File: src/rtl/sfs_pkg.sv
package sfs_pkg;

  typedef enum logic [1:0] {
    WK_LEN  = 2'd0,
    WK_ENV  = 2'd1,
    WK_CTL  = 2'd2,
    WK_NONE = 2'd3
  } wr_kind_t;

  typedef struct packed {
    logic len;
    logic sweep;
    logic env;
  } seq_strobe_t;

  typedef struct packed {
    logic [7:0] cnt;
    logic       gate;
    logic       len_en;
    logic       run;
    logic       dac;
    logic       dir;
    logic [3:0] vol;
    logic [2:0] per;
    logic [2:0] ecnt;
  } ch_state_t;

  // Strobes issued when the sequencer leaves step s.
  function automatic seq_strobe_t step_strobes(input logic [2:0] s);
    seq_strobe_t r;
    r.len   = ~s[0];
    r.sweep = (s[1:0] == 2'b10);
    r.env   = (s == 3'd7);
    return r;
  endfunction

  function automatic logic length_wraps(input ch_state_t s, input logic [7:0] mask);
    return s.len_en && s.gate && (((s.cnt + 8'd1) & mask) == 8'd0);
  endfunction

  function automatic ch_state_t clock_length(input ch_state_t s, input logic [7:0] mask);
    ch_state_t r;
    r = s;
    if (s.len_en && s.gate) begin
      r.cnt = (s.cnt + 8'd1) & mask;
      if (r.cnt == 8'd0) begin
        r.run  = 1'b0;
        r.vol  = 4'd0;
        r.per  = 3'd0;
        r.gate = 1'b0;
      end
    end
    return r;
  endfunction

  function automatic logic [3:0] vol_step(input logic [3:0] v, input logic up);
    logic [3:0] r;
    r = v;
    if (up && v != 4'd15) r = v + 4'd1;
    else if (!up && v != 4'd0) r = v - 4'd1;
    return r;
  endfunction

  function automatic ch_state_t clock_envelope(input ch_state_t s);
    ch_state_t r;
    r = s;
    if (s.per != 3'd0) begin
      if (s.ecnt <= 3'd1) begin
        r.ecnt = s.per;
        if (s.run) r.vol = vol_step(s.vol, s.dir);
      end else begin
        r.ecnt = s.ecnt - 3'd1;
      end
    end
    return r;
  endfunction

endpackage

File: src/rtl/sfs_divider.sv
module sfs_divider
  import sfs_pkg::*;
#(
  parameter int unsigned STEP_DIV = 8192
) (
  input  logic        clk,
  input  logic        rst_n,
  input  logic        enable,
  output logic [2:0]  step_q,
  output seq_strobe_t strobe_q
);
  localparam int unsigned CNT_W = (STEP_DIV > 2) ? $clog2(STEP_DIV) : 1;
  localparam logic [CNT_W-1:0] CNT_LAST = CNT_W'(STEP_DIV - 1);

  logic [CNT_W-1:0] cnt_q;

  always_ff @(posedge clk) begin
    if (!rst_n || !enable) begin
      cnt_q    <= '0;
      step_q   <= 3'd0;
      strobe_q <= '0;
    end else if (cnt_q == CNT_LAST) begin
      cnt_q    <= '0;
      step_q   <= step_q + 3'd1;
      strobe_q <= step_strobes(step_q);
    end else begin
      cnt_q    <= cnt_q + 1'b1;
      strobe_q <= '0;
    end
  end
endmodule

File: src/rtl/sfs_channel.sv
module sfs_channel
  import sfs_pkg::*;
#(
  parameter logic [7:0] LEN_MASK = 8'h3F
) (
  input  logic       clk,
  input  logic       rst_n,
  input  logic       enable,
  input  logic       len_stb,
  input  logic       env_stb,
  input  logic       step_lsb,
  input  logic       wr_len,
  input  logic       wr_env,
  input  logic       wr_ctl,
  input  logic [7:0] wr_data,
  output logic       running,
  output logic [3:0] volume,
  output logic       len_wrap
);
  ch_state_t q, n;
  logic      wrap;
  logic      old_en;

  always_comb begin
    n      = q;
    wrap   = 1'b0;
    old_en = q.len_en;
    if (len_stb) begin
      wrap = length_wraps(n, LEN_MASK);
      n    = clock_length(n, LEN_MASK);
    end
    if (env_stb) n = clock_envelope(n);
    if (wr_len) begin
      n.cnt  = wr_data & LEN_MASK;
      n.gate = 1'b1;
    end
    if (wr_env) begin
      n.vol  = wr_data[7:4];
      n.dir  = wr_data[3];
      n.per  = wr_data[2:0];
      n.ecnt = wr_data[2:0];
      n.dac  = |wr_data[7:3];
      if (!n.dac) n.run = 1'b0;
    end
    if (wr_ctl) begin
      old_en   = n.len_en;
      n.len_en = wr_data[6];
      if (wr_data[7]) begin
        if (!n.gate) begin
          n.gate = 1'b1;
          if (old_en && n.len_en && step_lsb) begin
            wrap = wrap | length_wraps(n, LEN_MASK);
            n    = clock_length(n, LEN_MASK);
          end
        end
        if (n.dac) n.run = 1'b1;
      end
      if (!old_en && n.len_en && step_lsb) begin
        wrap = wrap | length_wraps(n, LEN_MASK);
        n    = clock_length(n, LEN_MASK);
      end
    end
  end

  always_ff @(posedge clk) begin
    if (!rst_n || !enable) q <= '0;
    else                   q <= n;
  end

  assign running  = q.run;
  assign volume   = q.vol;
  assign len_wrap = wrap;
endmodule

File: src/rtl/sound_frame_seq.sv
module sound_frame_seq
  import sfs_pkg::*;
#(
  parameter int unsigned STEP_DIV = 8192,
  parameter int unsigned NCH      = 4,
  parameter int unsigned WIDE_CH  = 2
) (
  input  logic                   clk,
  input  logic                   rst_n,
  input  logic                   snd_en,
  input  logic                   wr_en,
  input  logic [$clog2(NCH)-1:0] wr_ch,
  input  logic [1:0]             wr_kind,
  input  logic [7:0]             wr_data,
  output logic [NCH-1:0]         running,
  output logic [NCH*4-1:0]       volume,
  output logic [2:0]             step_idx,
  output logic                   len_tick,
  output logic                   sweep_tick,
  output logic                   env_tick
);
  localparam int unsigned CH_W = $clog2(NCH);

  seq_strobe_t     stb;
  logic [NCH-1:0]  ch_write;
  logic [NCH-1:0]  len_wrap;

  sfs_divider #(.STEP_DIV(STEP_DIV)) u_div (
    .clk      (clk),
    .rst_n    (rst_n),
    .enable   (snd_en),
    .step_q   (step_idx),
    .strobe_q (stb)
  );

  assign len_tick   = stb.len;
  assign sweep_tick = stb.sweep;
  assign env_tick   = stb.env;

  for (genvar i = 0; i < NCH; i++) begin : g_ch
    logic sel;
    assign sel         = wr_en && (wr_ch == CH_W'(i));
    assign ch_write[i] = sel && (wr_kind != WK_NONE);

    sfs_channel #(.LEN_MASK((i == WIDE_CH) ? 8'hFF : 8'h3F)) u_ch (
      .clk      (clk),
      .rst_n    (rst_n),
      .enable   (snd_en),
      .len_stb  (stb.len),
      .env_stb  (stb.env),
      .step_lsb (step_idx[0]),
      .wr_len   (sel && wr_kind == WK_LEN),
      .wr_env   (sel && wr_kind == WK_ENV),
      .wr_ctl   (sel && wr_kind == WK_CTL),
      .wr_data  (wr_data),
      .running  (running[i]),
      .volume   (volume[i*4 +: 4]),
      .len_wrap (len_wrap[i])
    );
  end
endmodule

File: config.mk
export PLATFORM = sky130hd
export DESIGN_NAME = sound_frame_seq
export DESIGN_NICKNAME = d
export VERILOG_FILES = /design/src/rtl/sfs_pkg.sv /design/src/rtl/sfs_divider.sv /design/src/rtl/sfs_channel.sv /design/src/rtl/sound_frame_seq.sv
export SDC_FILE = /design/constraint.sdc
export NUM_CORES = 1
export LEC_CHECK = 0
export BUFFER_PORTS_ARGS = -buffer_cell sky130_fd_sc_hd__buf_2
export CORE_ASPECT_RATIO = 1.1
export CORE_MARGIN = 1.5
export CORE_UTILIZATION = 55
export DETAILED_ROUTE_END_ITERATION = 7
export PLACE_DENSITY = 0.73
export SLEW_MARGIN = 15
export SYNTH_ARGS = -nofsm -noshare
export SYNTH_HDL_FRONTEND = slang
export SYNTH_SLANG_ARGS = --single-unit
File: constraint.sdc
create_clock -name clk -period 6.9 [get_ports clk]
set_input_delay 2.07 -clock clk [delete_from_list [all_inputs] [get_ports clk]]
set_output_delay 2.07 -clock clk [all_outputs]
set_load 0.005 [all_outputs]
# [Yosys cells after proc, flatten, opt, wreduce, memory -nomap -nowiden]
# Cells that the tools add are included.
[totals] inputBits=16 out_inout_bits=26 ff_bits=111
[classes] n_mux=156 eq_ne=12 bitwise_logic=2 addsub=26 magnitude_cmp=4 reduce_logical=84
[ops] cell="$mux W23" count=36
[ops] cell="$mux W7" count=24
[ops] cell="$mux W9" count=16
[ops] cell="$logic_not A8 Y1" count=12
[ops] cell="$mux W4" count=20
[ops] cell="$add A6 B1 Y6 const B" count=9
[ops] cell="$mux W13" count=4
[ops] cell="$logic_and A1 B1 Y1" count=48
[ops] cell="$mux W1" count=44
[ops] cell="$mux W10" count=4
[ops] cell="$add A8 B1 Y8 const B" count=3
[ops] cell="$mux W3" count=8
[ops] cell="$add A4 B1 Y4 const B" count=4
[ops] cell="$ne A4 B4 Y1 const B" count=4
[ops] cell="$reduce_bool A4 Y1" count=4
[ops] cell="$sub A4 B1 Y4 const B" count=4
[ops] cell="$add A13 B1 Y13 const B" count=1
[ops] cell="$eq A13 B13 Y1 const B" count=1
[ops] cell="$le A3 B1 Y1 const B" count=4
[ops] cell="$reduce_bool A3 Y1" count=4
[ops] cell="$sub A3 B1 Y3 const B" count=4
[ops] cell="$logic_not A1 Y1" count=10
[ops] cell="$eq A2 B2 Y1 const B" count=4
[ops] cell="$reduce_or A5 Y1" count=1
[ops] cell="other kinds (7)" count=11

# [Depth between registers and ports, before layout]
[depth] word_depth=29 mapped_depth=17

# [Modules after synthesis]
# From an unflattened synthesis, not the netlist that was laid out.
[unflattened] hier_cells=1233 area_unflattened_um2=9350.2
[by_module_without_submodules] mod="sfs_channel at g_ch[0].u_ch ..." instances=2 area_each_um2=1974.4 seq_area_each_um2=420.4 cells_per_inst=258
[by_module_without_submodules] mod="sfs_channel at g_ch[2].u_ch" instances=1 area_each_um2=2392.3 seq_area_each_um2=460.4 cells_per_inst=327
[by_module_without_submodules] mod="sfs_channel at g_ch[3].u_ch" instances=1 area_each_um2=2055.7 seq_area_each_um2=420.4 cells_per_inst=284
[by_module_without_submodules] mod="sfs_divider" instances=1 area_each_um2=859.6 seq_area_each_um2=380.4 cells_per_inst=88
[by_module_without_submodules] mod="sound_frame_seq" instances=1 area_each_um2=93.8 seq_area_each_um2=0.0 cells_per_inst=18

# [Worst setup path after synthesis]
# Ideal clock, no wire load.
[synth_timing] path_kind="input to register" from="in wr_ch[0]" to="reg g_ch[0].u_ch.q (netlist bit g_ch[0].u_ch.volume[0])" cell_stages=14 required_time_ns=6.754 slack_ns=1.328 t_arrival_ns=5.427 setup_time_ns=0.146 cell_sequence="or3b_2 > clkbuf_1 > nor2_1 > nand2_1 > o21ai_0 > ha_1 > clkbuf_1 > nand4_2 > or3_1 > a211oi_1 > a211oi_1 > or4_4 > a21oi_4 > a2111oi_0"
[synth_via] elab_chain_cells=18 elab_cells_between_ends=28 cone_classes="add/sub (2); mux (16); reduce/logical (10)"
[synth_lines] item="from (decl)" line="sound_frame_seq.sv:12" rtl="input logic [$clog2(NCH)-1:0] wr_ch,"
[synth_lines] item="$logic_not A2 Y1 *" line="sound_frame_seq.sv:42" rtl="assign sel = wr_en && (wr_ch == CH_W'(i));"
[synth_lines] item="$logic_and A1 B1 Y1 *" line="sound_frame_seq.sv:42"
[synth_lines] item="$logic_and A1 B1 Y1" line="sound_frame_seq.sv:52" rtl=".wr_len (sel && wr_kind == WK_LEN),"
[synth_lines] item="$mux W9" line="sfs_channel.sv:33" rtl="if (wr_len) begin"
[synth_lines] item="$add A6 B1 Y6"
[synth_lines] item="$mux W9 or $logic_not A8 Y1 (tied branches)"
[synth_lines] item="$mux W23 (tied with other cells)" line="sfs_channel.sv:51" rtl="if (old_en && n.len_en && step_lsb) begin"
[synth_lines] item="$mux W23 (tied with other cells)" line="sfs_channel.sv:49" rtl="if (!n.gate) begin"
[synth_lines] item="(+2 left out)"
[synth_lines] item="$mux W23" line="sfs_channel.sv:48" rtl="if (wr_data[7]) begin"
[synth_lines] item="$mux W23" line="sfs_channel.sv:45" rtl="if (wr_ctl) begin"
[synth_lines] item="$add A6 B1 Y6 or $mux W23 (tied branches)"
[synth_lines] item="$logic_not A8 Y1 or $mux W23 (tied branches)"
[synth_lines] item="$mux W7 or $logic_and A1 B1 Y1 (tied branches)"
[synth_lines] item="$mux W7" line="sfs_pkg.sv:44" rtl="if (s.len_en && s.gate) begin"
[synth_lines] item="$mux W23" line="sfs_channel.sv:58" rtl="if (!old_en && n.len_en && step_lsb) begin"
[synth_lines] item="$mux W23 *" line="sfs_channel.sv:45"
[synth_lines] item="to (signal assigned)" line="sfs_channel.sv:67" rtl="else q <= n;"
[synth_lines] item="to (decl)" line="sfs_channel.sv:20" rtl="ch_state_t q, n;"
# Every way passes the cells marked *; elsewhere a longest branch is shown, timed or not. The select of a mux whose other input is x is not followed.
# A chain may end at the register's enable or synchronous reset.

# [Final worst setup path]
[layout_timing] from="in wr_ch[1]" to="reg g_ch[1].u_ch.q (netlist bit g_ch[1].u_ch.volume[3])"
[layout_via] elab_chain_cells=18 elab_cells_between_ends=28 cone_classes="add/sub (2); eq/ne (1); mux (16); reduce/logical (9)"
[layout_lines] item="$eq A2 B1 Y1 *" line="sound_frame_seq.sv:42"
[layout_lines] item="$logic_and A1 B1 Y1 *" line="sound_frame_seq.sv:42"
[layout_lines] item="$logic_and A1 B1 Y1" line="sound_frame_seq.sv:52"
[layout_lines] item="$mux W9" line="sfs_channel.sv:33"
[layout_lines] item="$add A6 B1 Y6"
[layout_lines] item="$mux W9 or $logic_not A8 Y1 (tied branches)"
[layout_lines] item="$mux W23 (tied with other cells)" line="sfs_channel.sv:51"
[layout_lines] item="$mux W23 (tied with other cells)" line="sfs_channel.sv:49"
[layout_lines] item="(+2 left out)"
[layout_lines] item="$mux W23" line="sfs_channel.sv:48"
[layout_lines] item="$mux W23" line="sfs_channel.sv:45"
[layout_lines] item="$add A6 B1 Y6 or $mux W23 (tied branches)"
[layout_lines] item="$logic_not A8 Y1 or $mux W23 (tied branches)"
[layout_lines] item="$mux W7 or $logic_and A1 B1 Y1 (tied branches)"
[layout_lines] item="$mux W7" line="sfs_pkg.sv:44"
[layout_lines] item="$mux W23" line="sfs_channel.sv:58"
[layout_lines] item="$mux W23 *" line="sfs_channel.sv:45"
[layout_lines] item="to (signal assigned)" line="sfs_channel.sv:67"
[layout_lines] item="to (decl)" line="sfs_channel.sv:20"
# Marks and branches as above.

==> results_dict.tcl <==
set metrics [dict create \
    status "finished, final reports clean" \
    yosysWarnings 0 \
    netlist_area_sq_um 9120 \
    wl_microns 26400 \
    post-place-ws_ns 0.926 \
    grt_max_degree 46 \
    grt_overflow 0 \
    syn_nets 1310 \
    synthCells 1253 \
    grt_first_pass_wirelength_microns 41900 \
    port_buffers 41 \
    viasPerCell 6.45 \
    vdd_drop_max_mv 0.116 \
    power_density_nw_per_um2 136 \
    syn2layout_area_growth_pct 5.05 \
    rows 49 \
    synth_top_area_frac 0.230 \
    core-area_sq_um 16300 \
    clk_pin_slew_ns 0.07 \
    grt_pass1_vias 8276 \
    die_h_microns 138 \
    holdWs_ns 0.467 \
    worst-path-max-fanout 10 \
    dp_hpwl_microns 19100 \
    drtAntennaViolNets 0 \
    final_layout_size_suffix_gt1_frac 0.0743 \
    max_slew_margin 0.287 \
    numClockSinks 105 \
    crit_arrival_ns 5.90 \
    yosysSeqAreaShare 0.230 \
    grtUsageTotal 0.297 \
    cpMaxStageDelayCell "a2111oi_1" \
    die_w_microns 126 \
    dr.pass1.iters 7 \
    critical-path-max-stage-delay_ns 0.62 \
    cts_tree "yes" \
    cts_setup_buffers 0 \
    fin_crit_ns 5.70 \
    drc 0 \
    synthDistinctLibCells 84 \
    synth_flop_cell "dfxtp_1" \
    setup_slack_ns 1.20 \
    cp.required_ns 7.10 \
    syn_area_per_cell_sq_um 7.28 \
    slew_viol_final 0 \
    htreeDepth 3 \
    worst_clock_skew_ns 0.00745 \
    num_vias 9302 \
    maxCapViolCount 0 \
    antenna_found_initial 1 \
    clock_path_buffers 2 \
    async_flop_share 0 \
    period_share 0.826 \
    max_freq_mhz 175 \
    r2r_setup_slack_ns 2.54 \
    crit_path_cell_trace "buf_2 > and3b_1 > nand2_1 > a31oi_1 > ha_1 > inv_1 > a311o_1 > a2111oi_1 > xor2_1 > a32oi_1 > a311oi_1 > nand3_1 > a21oi_2 > a2111oi_0" \
    setup_viol 0 \
    yosys_register_bits 105 \
    cts.repair.resized 0 \
    synth_most_common_cell "nand2_1" \
    tns_ns 0 \
    gp_congestion 0.957 \
    fin_nets 1290 \
    final_util 0.587 \
    cts_made_buffers 9 \
    drt-initial-drc-count 763 \
    yosysTopAreaCell "dfxtp_1" \
    worst_pin_slew_ns 1.05 \
    synth_common_cells "142 x nand2_1, 140 x nor2_1, 105 x dfxtp_1, 76 x a21oi_1" \
    wl_per_cell_microns 18.3 \
    design.die.area_sq_um 17400 \
    insertion_delay_ns 0.36 \
    power.leakage_uw 0.00345 \
    synth_edf_count 0 \
    yosys-top-cells-area "dfxtp_1 23%, xnor2_1 6.0%, nand2_1 5.8%" \
    worstSetupPathType "primary input to flop" \
    final_hold_viol_count 0 \
    diodes 0 \
    initial_core_util 0.559 \
    rsz0062_at_grt "false" \
    hold_path.class "flop to flop" \
    cts-root-buf "clkbuf_16" \
    cts_hold_buf 0 \
    end_kind "flop" \
    ios 42 \
    start_kind "primary input" \
]
cells in the final DEF, fill, tap and decap left out, types with 10 or more instances in the layout:
master / count
nand2_1: 141
dfxtp_1: 105
inv_1: 39
and3_1: 23
nor4_1: 12
nor2_1: 140
buf_2: 41
o211ai_1: 17
nand2b_1: 10
xor2_1: 30
or3_1: 15
mux2i_1: 19
and2_1: 22
a21oi_1: 76
a31oi_1: 26
nand4_1: 28
ha_1: 41
nand3_1: 62
a211oi_1: 18
o31ai_1: 14
nor3_1: 37
o21ai_0: 52
xnor2_1: 62
worst max-delay path: cells and delay by family:
| family | cells | cell delay [ns] |
|---|---|---|
| xor+xnor | 1 | 0.29 |
| simple gates | 3 | 0.74 |
| compound gates | 7 | 2.24 |
| buf+inv | 2 | 0.25 |
| fa+ha+maj | 1 | 0.30 |
area by class of cell:
class	count	area (sq um)
multi-input combinational	1030	6490
sequential	105	2100
clock inverter	6	91.3
inverter	39	146
clock buffer	10	239
timing repair buffer	48	258
tap	204	255
fill	1582	6730
state kept, by name (all words and copies together) (netlist names):
signal	cells
g_ch.u_ch.q	66
g_ch.u_ch.volume	16
u_div.cnt_q	13
g_ch.u_ch.running	4
u_div.step_q	3
u_div.strobe_q	3
final timing paths:
check / from / cells past startpoint / end
min: u_div.cnt_q[0]$_SDFF_PP0_ / 1 / u_div.cnt_q[0]$_SDFF_PP0_
max reg2reg: u_div.strobe_q[2]$_SDFF_PP0_ / 15 / g_ch[2].u_ch.q[3]$_SDFF_PP0_
max: wr_ch[1] / 14 / g_ch[1].u_ch.volume[3]$_SDFF_PP0_
min reg2reg: u_div.cnt_q[0]$_SDFF_PP0_ / 1 / u_div.cnt_q[0]$_SDFF_PP0_
per-stage QoR:
stage	instances	instance area, sq um	total power [uW]
after floorplan	1253	9120	700
after global placement	1426	9250	735
after detailed placement	1426	9250	736
after CTS	1442	9580	1300
after global routing	1442	9580	1340
final	1442	9580	1300
power by group:
group          total [uW]  switching [uW]  leakage [uW]  internal (uW)
Clock                 575             245      0.000163            330
Combinational         110            77.9       0.00244           31.9
Sequential            615            5.31      0.000847            610
cell families (layout without fill, tap and decap cells):
group | Yosys count | in the layout | synth area share
xor+xnor | 92 | 92 | 0.0884
fa+ha+maj | 41 | 41 | 0.0562
compound gates | 326 | 326 | 0.245
flops | 105 | 105 | 0.230
simple gates | 546 | 546 | 0.293
buf+inv | 118 | 103 | 0.0583
mux | 25 | 25 | 0.0283
metal layers:
layer  up-vias  global-route usage  wire length (microns)
met2       370               0.483                  12200
met5         -                   0                     14
met1      4327               0.382                  11300
met4         2               0.137                    915
met3        72              0.0561                   1960
li1       4531                   -                      -
Note: power is estimated with default switching activity, not from simulation.
